<file path="config.mk">
export PLATFORM = sky130hd
export DESIGN_NAME = blit_desc_gen
export DESIGN_NICKNAME = d
export VERILOG_FILES = /design/src/rtl/blit_desc_pkg.sv /design/src/rtl/blit_req_check.sv /design/src/rtl/blit_walk.sv /design/src/rtl/blit_desc_gen.sv
export SDC_FILE = /design/constraint.sdc
export NUM_CORES = 1
export LEC_CHECK = 0
export BUFFER_PORTS_ARGS = -buffer_cell sky130_fd_sc_hd__buf_2
export CAP_MARGIN = 10
export CORE_MARGIN = 2
export CORE_UTILIZATION = 53
export CTS_BUF_LIST = sky130_fd_sc_hd__clkbuf_4 sky130_fd_sc_hd__clkbuf_8 sky130_fd_sc_hd__clkbuf_16
export DETAILED_ROUTE_END_ITERATION = 8
export PLACE_DENSITY = 0.78
export SETUP_SLACK_MARGIN = 0.5
export SLEW_MARGIN = 30
export SYNTH_ARGS = -nofsm -noshare
export SYNTH_HDL_FRONTEND = slang
export SYNTH_SLANG_ARGS = --single-unit
</file>
<file path="constraint.sdc">
create_clock -name clk -period 5.8 [get_ports clk]
set_input_delay 0.58 -clock clk [delete_from_list [all_inputs] [get_ports clk]]
set_output_delay 0.58 -clock clk [all_outputs]
set_load 0.05 [all_outputs]
</file>
<file path="src/rtl/blit_desc_pkg.sv">
package blit_desc_pkg;

  localparam int unsigned WORD_W = 32;
  localparam logic [WORD_W-1:0] TAIL_LINK = 32'h0000_0002;  // end-of-chain bit only

  typedef enum logic {WALK_IDLE, WALK_RUN} walk_state_e;

  typedef struct packed {
    logic [WORD_W-1:0] mem_addr;
    logic [WORD_W-1:0] fb_addr;
    logic [15:0]       line_len;
    logic [15:0]       lines;
    logic [15:0]       mem_stride;
    logic [WORD_W-1:0] fb_stride;
    logic              count_only;
  } blit_req_t;

  typedef struct packed {
    logic [WORD_W-1:0] mem;
    logic [WORD_W-1:0] dev;
    logic [WORD_W-1:0] size;
    logic [WORD_W-1:0] link;
  } blit_desc_t;

  // bytes for the next piece: limited by the line remainder and the page remainder
  function automatic logic [WORD_W-1:0] chunk_bytes(input logic [WORD_W-1:0] cur,
                                                    input logic [WORD_W-1:0] left,
                                                    input int unsigned       pbits);
    logic [WORD_W-1:0] page;
    logic [WORD_W-1:0] room;
    page = 32'd1 << pbits;
    room = page - (cur & (page - 32'd1));
    return (left < room) ? left : room;
  endfunction

  // reverse chain: piece 0 is the tail, later pieces point at the slot before
  function automatic logic [WORD_W-1:0] desc_link(input logic [WORD_W-1:0] idx,
                                                  input logic [WORD_W-1:0] base);
    return (idx == '0) ? TAIL_LINK : base + ((idx - 32'd1) << 4);
  endfunction

endpackage

</file>
<file path="src/rtl/blit_req_check.sv">
module blit_req_check #(
  parameter int unsigned MAX_LINES   = 2048,
  parameter int unsigned MAX_MSTRIDE = 8192,
  parameter int unsigned PAGE_BITS   = 12
) (
  input  logic [31:0] mem_addr,
  input  logic [31:0] fb_addr,
  input  logic [15:0] line_len,
  input  logic [15:0] lines,
  input  logic [15:0] mem_stride,
  input  logic [31:0] fb_stride,
  output logic        bad_size,
  output logic        bad_stride,
  output logic        bad_align,
  output logic        req_ok
);
  localparam logic [31:0] PAGE_BYTES = 32'd1 << PAGE_BITS;
  localparam logic [31:0] LINES_LIM  = 32'(MAX_LINES);
  localparam logic [31:0] MSTR_LIM   = 32'(MAX_MSTRIDE);

  logic [31:0] len32, lines32, ms32, fb_mag, gap;

  always_comb begin
    len32   = {16'd0, line_len};
    lines32 = {16'd0, lines};
    ms32    = {16'd0, mem_stride};
    fb_mag  = fb_stride[31] ? (32'd0 - fb_stride) : fb_stride;
    gap     = ms32 - len32;
  end

  // empty or oversized requests
  assign bad_size = (lines32 == 0) || (len32 == 0) || (lines32 > LINES_LIM) ||
                    (ms32 > MSTR_LIM) || ((ms32 >= len32) && (gap >= PAGE_BYTES));
  // strides must cover a whole line
  assign bad_stride = (ms32 < len32) || (fb_mag < len32);
  // alignment of addresses and strides
  assign bad_align = (mem_addr[3:0] != 4'd0) || (mem_stride[3:0] != 4'd0) ||
                     (fb_addr[1:0] != 2'd0) || (fb_stride[1:0] != 2'd0);

  assign req_ok = !(bad_size || bad_stride || bad_align);

endmodule

</file>
<file path="src/rtl/blit_walk.sv">
module blit_walk
  import blit_desc_pkg::*;
#(
  parameter int unsigned     PAGE_BITS = 12,
  parameter logic [31:0]     LINK_BASE = 32'h0001_0000
) (
  input  logic       clk,
  input  logic       rst_n,
  input  logic       start,
  input  blit_req_t  req,
  input  logic       out_ready,
  output logic       busy,
  output logic       emit_valid,
  output blit_desc_t desc,
  output logic       walk_done,
  output logic [31:0] count
);
  localparam logic [32:0] PAGE33 = 33'd1 << PAGE_BITS;
  localparam logic [31:0] PMASK  = (32'd1 << PAGE_BITS) - 32'd1;

  walk_state_e state;
  logic        mode_cnt;
  logic [31:0] mem_cur, fb_cur, mem_line, fb_line, mstride, fstride;
  logic [15:0] left, line_len, lines_left;

  // named internal events
  logic [31:0] piece;
  logic        step, line_end, last_piece;
  logic [31:0] next_mem_line, next_fb_line;

  assign piece         = chunk_bytes(mem_cur, {16'd0, left}, PAGE_BITS);
  assign step          = (state == WALK_RUN) && (mode_cnt || out_ready);
  assign line_end      = (piece == {16'd0, left});
  assign last_piece    = line_end && (lines_left == 16'd1);
  assign next_mem_line = mem_line + mstride;
  assign next_fb_line  = fb_line + fstride;

  always_ff @(posedge clk) begin
    if (!rst_n) begin
      state      <= WALK_IDLE;
      mode_cnt   <= 1'b0;
      mem_cur    <= '0;
      fb_cur     <= '0;
      mem_line   <= '0;
      fb_line    <= '0;
      mstride    <= '0;
      fstride    <= '0;
      left       <= '0;
      line_len   <= '0;
      lines_left <= '0;
      count      <= '0;
      walk_done  <= 1'b0;
    end else begin
      walk_done <= step && last_piece;
      if (start && state == WALK_IDLE) begin
        state      <= WALK_RUN;
        mode_cnt   <= req.count_only;
        mem_cur    <= req.mem_addr;
        mem_line   <= req.mem_addr;
        fb_cur     <= req.fb_addr;
        fb_line    <= req.fb_addr;
        mstride    <= {16'd0, req.mem_stride};
        fstride    <= req.fb_stride;
        left       <= req.line_len;
        line_len   <= req.line_len;
        lines_left <= req.lines;
        count      <= '0;
      end else if (step) begin
        count <= count + 32'd1;
        if (last_piece) begin
          state <= WALK_IDLE;
        end else if (line_end) begin
          mem_line   <= next_mem_line;
          mem_cur    <= next_mem_line;
          fb_line    <= next_fb_line;
          fb_cur     <= next_fb_line;
          left       <= line_len;
          lines_left <= lines_left - 16'd1;
        end else begin
          mem_cur <= mem_cur + piece;
          fb_cur  <= fb_cur + piece;
          left    <= left - piece[15:0];
        end
      end
    end
  end

  assign busy       = (state == WALK_RUN);
  assign emit_valid = busy && !mode_cnt;
  assign desc.mem   = mem_cur;
  assign desc.dev   = fb_cur;
  assign desc.size  = piece;
  assign desc.link  = desc_link(count, LINK_BASE);

  // a piece is non-empty and stays inside its page
  a_r1_in_page: assert property (@(posedge clk) disable iff (!rst_n)
    emit_valid |-> (desc.size != 0) &&
                   (({1'b0, desc.mem & PMASK} + {1'b0, desc.size}) <= PAGE33));

  // a stalled descriptor does not move
  a_r9_hold: assert property (@(posedge clk) disable iff (!rst_n)
    (emit_valid && !out_ready) |=> (emit_valid && $stable(desc)));

  // completion is a single-cycle pulse
  a_r10_done_pulse: assert property (@(posedge clk) disable iff (!rst_n)
    walk_done |=> !walk_done);

endmodule

</file>
<file path="src/rtl/blit_desc_gen.sv">
module blit_desc_gen
  import blit_desc_pkg::*;
#(
  parameter int unsigned MAX_LINES   = 2048,
  parameter int unsigned MAX_MSTRIDE = 8192,
  parameter int unsigned PAGE_BITS   = 12,
  parameter logic [31:0] LINK_BASE   = 32'h0001_0000
) (
  input  logic        clk,
  input  logic        rst_n,
  input  logic        req_valid,
  output logic        req_ready,
  input  logic [31:0] req_mem_addr,
  input  logic [31:0] req_fb_addr,
  input  logic [15:0] req_line_len,
  input  logic [15:0] req_lines,
  input  logic [15:0] req_mem_stride,
  input  logic [31:0] req_fb_stride,
  input  logic        req_count_only,
  output logic        desc_valid,
  input  logic        desc_ready,
  output logic [31:0] desc_mem_addr,
  output logic [31:0] desc_dev_addr,
  output logic [31:0] desc_size,
  output logic [31:0] desc_link,
  output logic        done,
  output logic        error,
  output logic [31:0] desc_count
);
  blit_req_t  req;
  blit_desc_t desc;
  logic       bad_size, bad_stride, bad_align, req_ok;
  logic       accept, start, busy, error_q;

  assign req = '{mem_addr: req_mem_addr, fb_addr: req_fb_addr, line_len: req_line_len,
                 lines: req_lines, mem_stride: req_mem_stride, fb_stride: req_fb_stride,
                 count_only: req_count_only};

  blit_req_check #(
    .MAX_LINES(MAX_LINES), .MAX_MSTRIDE(MAX_MSTRIDE), .PAGE_BITS(PAGE_BITS)
  ) u_check (
    .mem_addr(req_mem_addr), .fb_addr(req_fb_addr), .line_len(req_line_len),
    .lines(req_lines), .mem_stride(req_mem_stride), .fb_stride(req_fb_stride),
    .bad_size(bad_size), .bad_stride(bad_stride), .bad_align(bad_align), .req_ok(req_ok)
  );

  assign req_ready = !busy;
  assign accept    = req_valid && req_ready;
  assign start     = accept && req_ok;

  blit_walk #(.PAGE_BITS(PAGE_BITS), .LINK_BASE(LINK_BASE)) u_walk (
    .clk(clk), .rst_n(rst_n), .start(start), .req(req), .out_ready(desc_ready),
    .busy(busy), .emit_valid(desc_valid), .desc(desc), .walk_done(done),
    .count(desc_count)
  );

  always_ff @(posedge clk) begin
    if (!rst_n) error_q <= 1'b0;
    else        error_q <= accept && !req_ok;
  end
  assign error = error_q;

  assign desc_mem_addr = desc.mem;
  assign desc_dev_addr = desc.dev;
  assign desc_size     = desc.size;
  assign desc_link     = desc.link;

  // a refusal produces neither output nor completion
  a_r8_err_quiet: assert property (@(posedge clk) disable iff (!rst_n)
    error |-> (!desc_valid && !done));

  // no request is taken while descriptors are pending
  a_r12_busy_block: assert property (@(posedge clk) disable iff (!rst_n)
    desc_valid |-> !req_ready);

  // a started real pass opens with the tail mark
  a_r4_first_link: assert property (@(posedge clk) disable iff (!rst_n)
    (accept && req_ok && !req_count_only) |=> (desc_valid && desc_link == 32'h2));

  // a misaligned request never starts a walk
  a_r6_align_refused: assert property (@(posedge clk) disable iff (!rst_n)
    (accept && bad_align) |=> (error && !desc_valid));

endmodule

</file>
==> results of run 1 <==
-- registers in the layout, summed over array words and instances, names as in the netlist --
signal / flops
u_walk.line_len: 16
u_walk.fb_line: 32
u_walk.busy: 1
u_walk.walk_done: 1
u_walk.mem_cur: 32
u_walk.left: 16
u_walk.lines_left: 16
u_walk.fstride: 32
u_walk.mode_cnt: 1
u_walk.count: 32
error: 1
u_walk.fb_cur: 32
u_walk.mem_line: 32
u_walk.mstride: 16
-- through the flow --
step,area (sq um),setup WS [ps],hold WS (ps)
after floorplan,20300,347,427
after global placement,22000,-31.6,435
after detailed placement,22000,-216,439
after CTS,23500,497,180
after global routing,24300,307,208
final,24300,579,179
-- Yosys cell counts (14+ instances only) --
cell type	instances
nand2b_1	18
o211ai_1	54
a21oi_1	238
nor2b_1	20
xor2_1	87
nor2_1	239
buf_4	36
o21a_1	16
dfxtp_1	260
a21o_1	61
nor3_1	77
and3_1	36
clkbuf_1	98
buf_2	27
nand4_1	20
mux2i_1	23
o21ai_0	126
ha_1	142
mux2_2	14
nor4_1	41
nand3_1	89
inv_1	87
xnor2_1	122
a211oi_1	53
nand2_1	400
a31oi_1	35
or3_1	26
-- per-layer routing --
metal | wire length (microns) | track usage (%)
met1 | 29100 | 44.8
met3 | 6560 | 5.84
met2 | 33100 | 56.8
met4 | 3880 | 16.8
met5 | 0 | 0
-- worst paths after layout --
check	startpoint	end	slack [ps]
worst max register to register	u_walk.mem_cur[1]	u_walk.mem_cur[26]	580
worst min register to register	u_walk.line_len[11]	u_walk.line_len[11]	450
worst max-delay path	u_walk.mem_cur[1]	u_walk.mem_cur[26]	580
worst min-delay path	req_mem_addr[15]	u_walk.mem_cur[15]	180
-- area by class of cell --
class	instances	area share [%]
flip-flops and latches	260	21.5
repair buffers	385	9.82
inverters	89	1.40
clock buffers	43	3.74
diodes	6	0.0618
clock inverters	12	0.685
multi-input cells	2199	60.2
well taps	511	2.63
-- repair_timing --
action,4_1_cts,5_1_grt
pin swaps,23,49
buffers inserted,11,29
resized for setup,42,111
endpoints found under the setup margin,160,144
gates cloned,1,3
-- logic make-up (layout without fill, tap and decap cells) --
logic type,count (synthesis),in the layout
AOI/OAI and AO/OA,737,738
xor gates and xnor gates,209,209
adders and majority gates,147,147
buffers and inverters,258,529
DFF,260,260
muxes,37,37
other,1,34
and+or+nand+nor,1040,1040
-- power by group through the flow --
stage | Clock, uW | Combinational (uW) | Sequential [uW]
CTS | 2060 | 293 | 1780
global route | 2140 | 323 | 1780
detailed placement | 0 | 291 | 1820
global placement | 0 | 286 | 1820
floorplan | 0 | 177 | 1820
finish | 2050 | 299 | 1780
==> qor.yml, run 1 <==
initial_utilization_pct: 53.5
cp_max_fo: 7
fmax_mhz: 192
hp-class: "in -> reg"
synth_top_cell_by_area: "dfxtp_1"
ys_seq_elements: 260
synth_fa_ha_area_share_pct: 9.38
layout.nets: 3261
register_area_sq_um: 5230
portBuffers: 290
hold_path_depth: 2
num_io_pins: 313
grt_pass1_vias: 20100
multi_input_comb_area_sq_um: 14600
cts-root-buf: "clkbuf_16"
dr.pass1.iters: 6
setup-violations-final: 0
yosys.area_share.simple_pct: 24.1
drt-total-wl_mm: 72.6
ant_nets: 0
post-route-util_pct: 65.0
ys_warn_count: 0
powerDensity_nw_per_um2: 170
synth.top_cell.area_share_pct: 26.0
cts.sinks: 260
place.gp.congestion: 0.999
p_seq_share_pct: 43.1
insertion_delay_ps: 610
synthMuxAreaShare_pct: 1.94
drive_gt1_share_pct: 20.1
worstSetupStartpointType: "flop"
p_int_uw: 3110
core_sq_um: 37400
post_drt_wl_per_cell_microns: 20.7
routed-via-count: 21700
crit_family: "simple AND/OR/NAND/NOR gates"
worst_pin_slew_ps: 807
synth_top_family_by_area: "simple AND/OR/NAND/NOR gates"
synth_compound_area_share_pct: 23.6
dpl.hpwl_mm: 53.0
seq_area_frac_synth_pct: 26.0
slowest_delay_ps: 530
finalHoldViolCount: 0
r2r_cells: 26
maxCapViolCount: 0
globalRouteTotalUtil_pct: 34.9
drc: 0
synth_ff_type: "dfxtp_1"
syn_to_final_growth_pct: 21.5
die_h_microns: 198
crit_type: "reg -> reg"
rsz0062_at_grt: "yes"
ctsHoldBuffers: 0
final_cell_mix: "nand2_1 (393), buf_2 (290), dfxtp_1 (254), nor2_1 (234), a21oi_1 (225)"
cts_max_level: 1
clkPwrFrac_pct: 49.6
fin_skew_ps: 36.7
fillerInstances: 3267
yosys.area_share.xor_xnor_pct: 9.15
die_w_microns: 198
slowest_stage: "or4_4"
fp-row-count: 71
cp_common_cell: "buf_4"
ys_async_sr_fraction_pct: 0
final.setup.tns_ps: 0
final_common_cell: "nand2_1"
netSwitchingPower_uw: 1030
yosysUniqueCellTypes: 87
crit_arrival_ps: 5770
via_per_inst: 6.19
slew_headroom_pct: 46.0
finalCriticalPeriod_ps: 5220
synth_area_leaders: "dfxtp_1 (26%), ha_1 (8.9%), nand2_1 (7.5%), a21oi_1 (6.0%), xnor2_1 (5.3%)"
cp-end-kind: "flop"
place_inst: 3400
irDropWorstVdd_mv: 0.246
switching_share_pct: 24.9
cts_tree: "built"
numCtsBuffers: 30
finalCritPeriodShare_pct: 90.0
gr-total-overflow: 0
grt_max_degree: 74
synth_edf_count: 0
crit_buf_inv: 6
required_ps: 6350
grt_pass1_wl_mm: 109
pwr-share-comb_pct: 7.2
power.total_uw: 4140
leakagePower_uw: 0.0102
dieArea_sq_um: 39300
syn_avg_cell_area_sq_um: 7.44
antenna_found_initial: 6
synthCells: 2689
cts.path.max_buffers: 3
drt_iter0_drc: 1986
layout.cells.non_filler: 3505
status: "finished clean"
cp_num_cells: 26
path_clk_slew_ps: 70
syn_area_sq_um: 20000
maxSlewViolCount: 0
(Power assumes the default switching activity.)
==> run 2: changes to the inputs <==
- SYNTH_HIERARCHICAL: default -> 1
==> run 2 against run 1 <==
Register-to-register slack got worse by 240 ps. Non-clock buffer count rose by 80. Largest cell class unchanged. Wire length up 15%. Critical path depth increased by 2. Via count is 6.7% higher. Global-route usage is 3.4 points higher. Highest routed layer is now met5. Power rose by 2.7%. Core utilization is 4.2 points higher. Final area is 4.5% higher. Clock power grew 4%. First-iteration DRC count up 59%. Largest power group unchanged.
==> qor.yml, run 2 <==
status: "finished clean"
place.gp.congestion: 0.985  # -1.4%
cts-root-buf: "clkbuf_16"
slowest_stage: "nor4_4"
slowest_delay_ps: 390  # -140 ps
cts.path.max_buffers: 3  # unchanged
hold_slack_ps: 230  # +50.5 ps
finalCritPeriodShare_pct: 94.2  # +4.2 points
via_per_inst: 6.58  # +6.4%
drt_iter0_drc: 3158  # +59%
cts_tree: "built"
core_sq_um: 36700  # -1.9%
dr.pass1.iters: 6  # unchanged
cts_max_level: 1  # unchanged
post_drt_wl_per_cell_microns: 23.7  # +14%
grt_pass1_wl_mm: 117  # +6.8%
hold_path_depth: 3  # +1
fmax_mhz: 183  # -4.5%
die_h_microns: 197  # -0.54%
final_cell_mix: "nand2_1 (342), buf_2 (290), dfxtp_1 (252), a21oi_1 (251), nor2_1 (219)"
fp-row-count: 70  # -1.4%
path_clk_slew_ps: 70  # about the same
synthCells: 2668  # -0.78%
dieArea_sq_um: 38900  # -1.1%
finalCriticalPeriod_ps: 5470  # +244 ps
fillerInstances: 2981  # -8.8%
required_ps: 6280  # -70 ps
final.setup.tns_ps: 0  # unchanged
grt_max_degree: 159  # +110%
ant_nets: 0  # unchanged
worstSetupStartpointType: "flop"
finalHoldViolCount: 0  # unchanged
hp-class: "in -> reg"
powerDensity_nw_per_um2: 167  # -1.7%
drive_gt1_share_pct: 24.2  # +4.1 points
drc: 0  # unchanged
syn_area_sq_um: 19800  # -1.1%
crit_arrival_ps: 5940  # +170 ps
setup-violations-final: 0  # unchanged
r2r_cells: 28  # +7.7%
initial_utilization_pct: 53.9  # +0.43 points
dpl.hpwl_mm: 58.5  # +10%
final_common_cell: "nand2_1"
irDropWorstVdd_mv: 0.253  # +2.7%
num_io_pins: 313  # unchanged
cp_max_fo: 7  # unchanged
drt-total-wl_mm: 83.4  # +15%
routed-via-count: 23100  # +6.7%
cts.sinks: 260  # unchanged
die_w_microns: 197  # -0.54%
globalRouteTotalUtil_pct: 38.3  # +3.4 points
fin_skew_ps: 16.7  # -20.0 ps
antenna_found_initial: 2  # -4
cp-end-kind: "flop"
gr-total-overflow: 0  # unchanged
maxCapViolCount: 0  # unchanged
maxSlewViolCount: 0  # unchanged
slew_headroom_pct: 34.1  # -12 points
portBuffers: 290  # unchanged
worst_pin_slew_ps: 975  # +168 ps
insertion_delay_ps: 590  # -20 ps
leakagePower_uw: 0.0108  # +5.9%
layout.nets: 3320  # +1.8%
syn_avg_cell_area_sq_um: 7.41  # -0.32%
ys_warn_count: 6  # +6
grt_pass1_vias: 20400  # +1.5%
crit_type: "reg -> reg"
numCtsBuffers: 30  # unchanged
rsz0062_at_grt: "yes"
syn_to_final_growth_pct: 28.3
[run 2: cell type report]
type	count	area, sq um	share of cell area, %
multi-input combinational	2184	14800	58.4
clock inverter	14	236	0.931
timing repair buffer	465	3330	13.1
tap	468	586	2.31
sequential	260	5230	20.6
inverter	83	324	1.28
clock buffer	40	857	3.38
antenna	1	2.50	0.00986
[run 2: worst paths after layout]
check / startpoint / to / slack (ps)
setup / recovery: u_walk/mem_cur[0] / u_walk/fb_cur[31] / 330
hold / removal: req_count_only / u_walk/mode_cnt / 230
setup reg to reg: u_walk/mem_cur[0] / u_walk/fb_cur[31] / 330
hold reg to reg: u_walk/line_len[5] / u_walk/line_len[5] / 460
[run 2: what timing repair did]
action | CTS | global route
hold buffers | 0 | 0
setup endpoints to repair | 160 | 158
buffers inserted | 14 | 78
gates cloned | 2 | 12
resized for setup | 39 | 208
pin swaps | 14 | 80
hold endpoints to repair | 0 | 0
[run 2: metrics by stage]
stage / total power (uW) / instance area, sq um / cells / setup slack, ps / util [%]
2_1_floorplan: 1990 / 20100 / 2695 / 430 / -
3_3_place_gp: 2130 / 22100 / 3354 / 185 / 60.1
3_5_place_dp: 2130 / 22100 / 3354 / 142 / 60.1
4_1_cts: 4220 / 23500 / 3424 / 448 / 64.1
5_1_grt: 4320 / 25400 / 3515 / 174 / 69.2
6_report: 4250 / 25400 / 3515 / 334 / 69.2
[run 2: where the power goes]
part / internal [uW] / leakage, uW / switching, uW
combinational: 99.3 / 0.00816 / 227
clock: 1300 / 0.000540 / 840
sequential: 1780 / 0.00210 / 0.0870
[run 2: worst max-delay path, delay by kind of cell, from the launching register on]
kind | cells | cell delay, ps
AOI/OAI and AO/OA | 7 | 1340
DFF | 1 | 370
and+or+nand+nor | 11 | 1810
xor gates and xnor gates | 1 | 210
buffers and inverters | 5 | 710
muxes | 1 | 160
adders and majority gates | 3 | 720
[run 2: metal layers]
layer	track usage, %	part of all wire [%]
met5	0	0.016
met4	16.5	5.3
met3	7.70	12
met2	57.4	42
met1	53.4	40
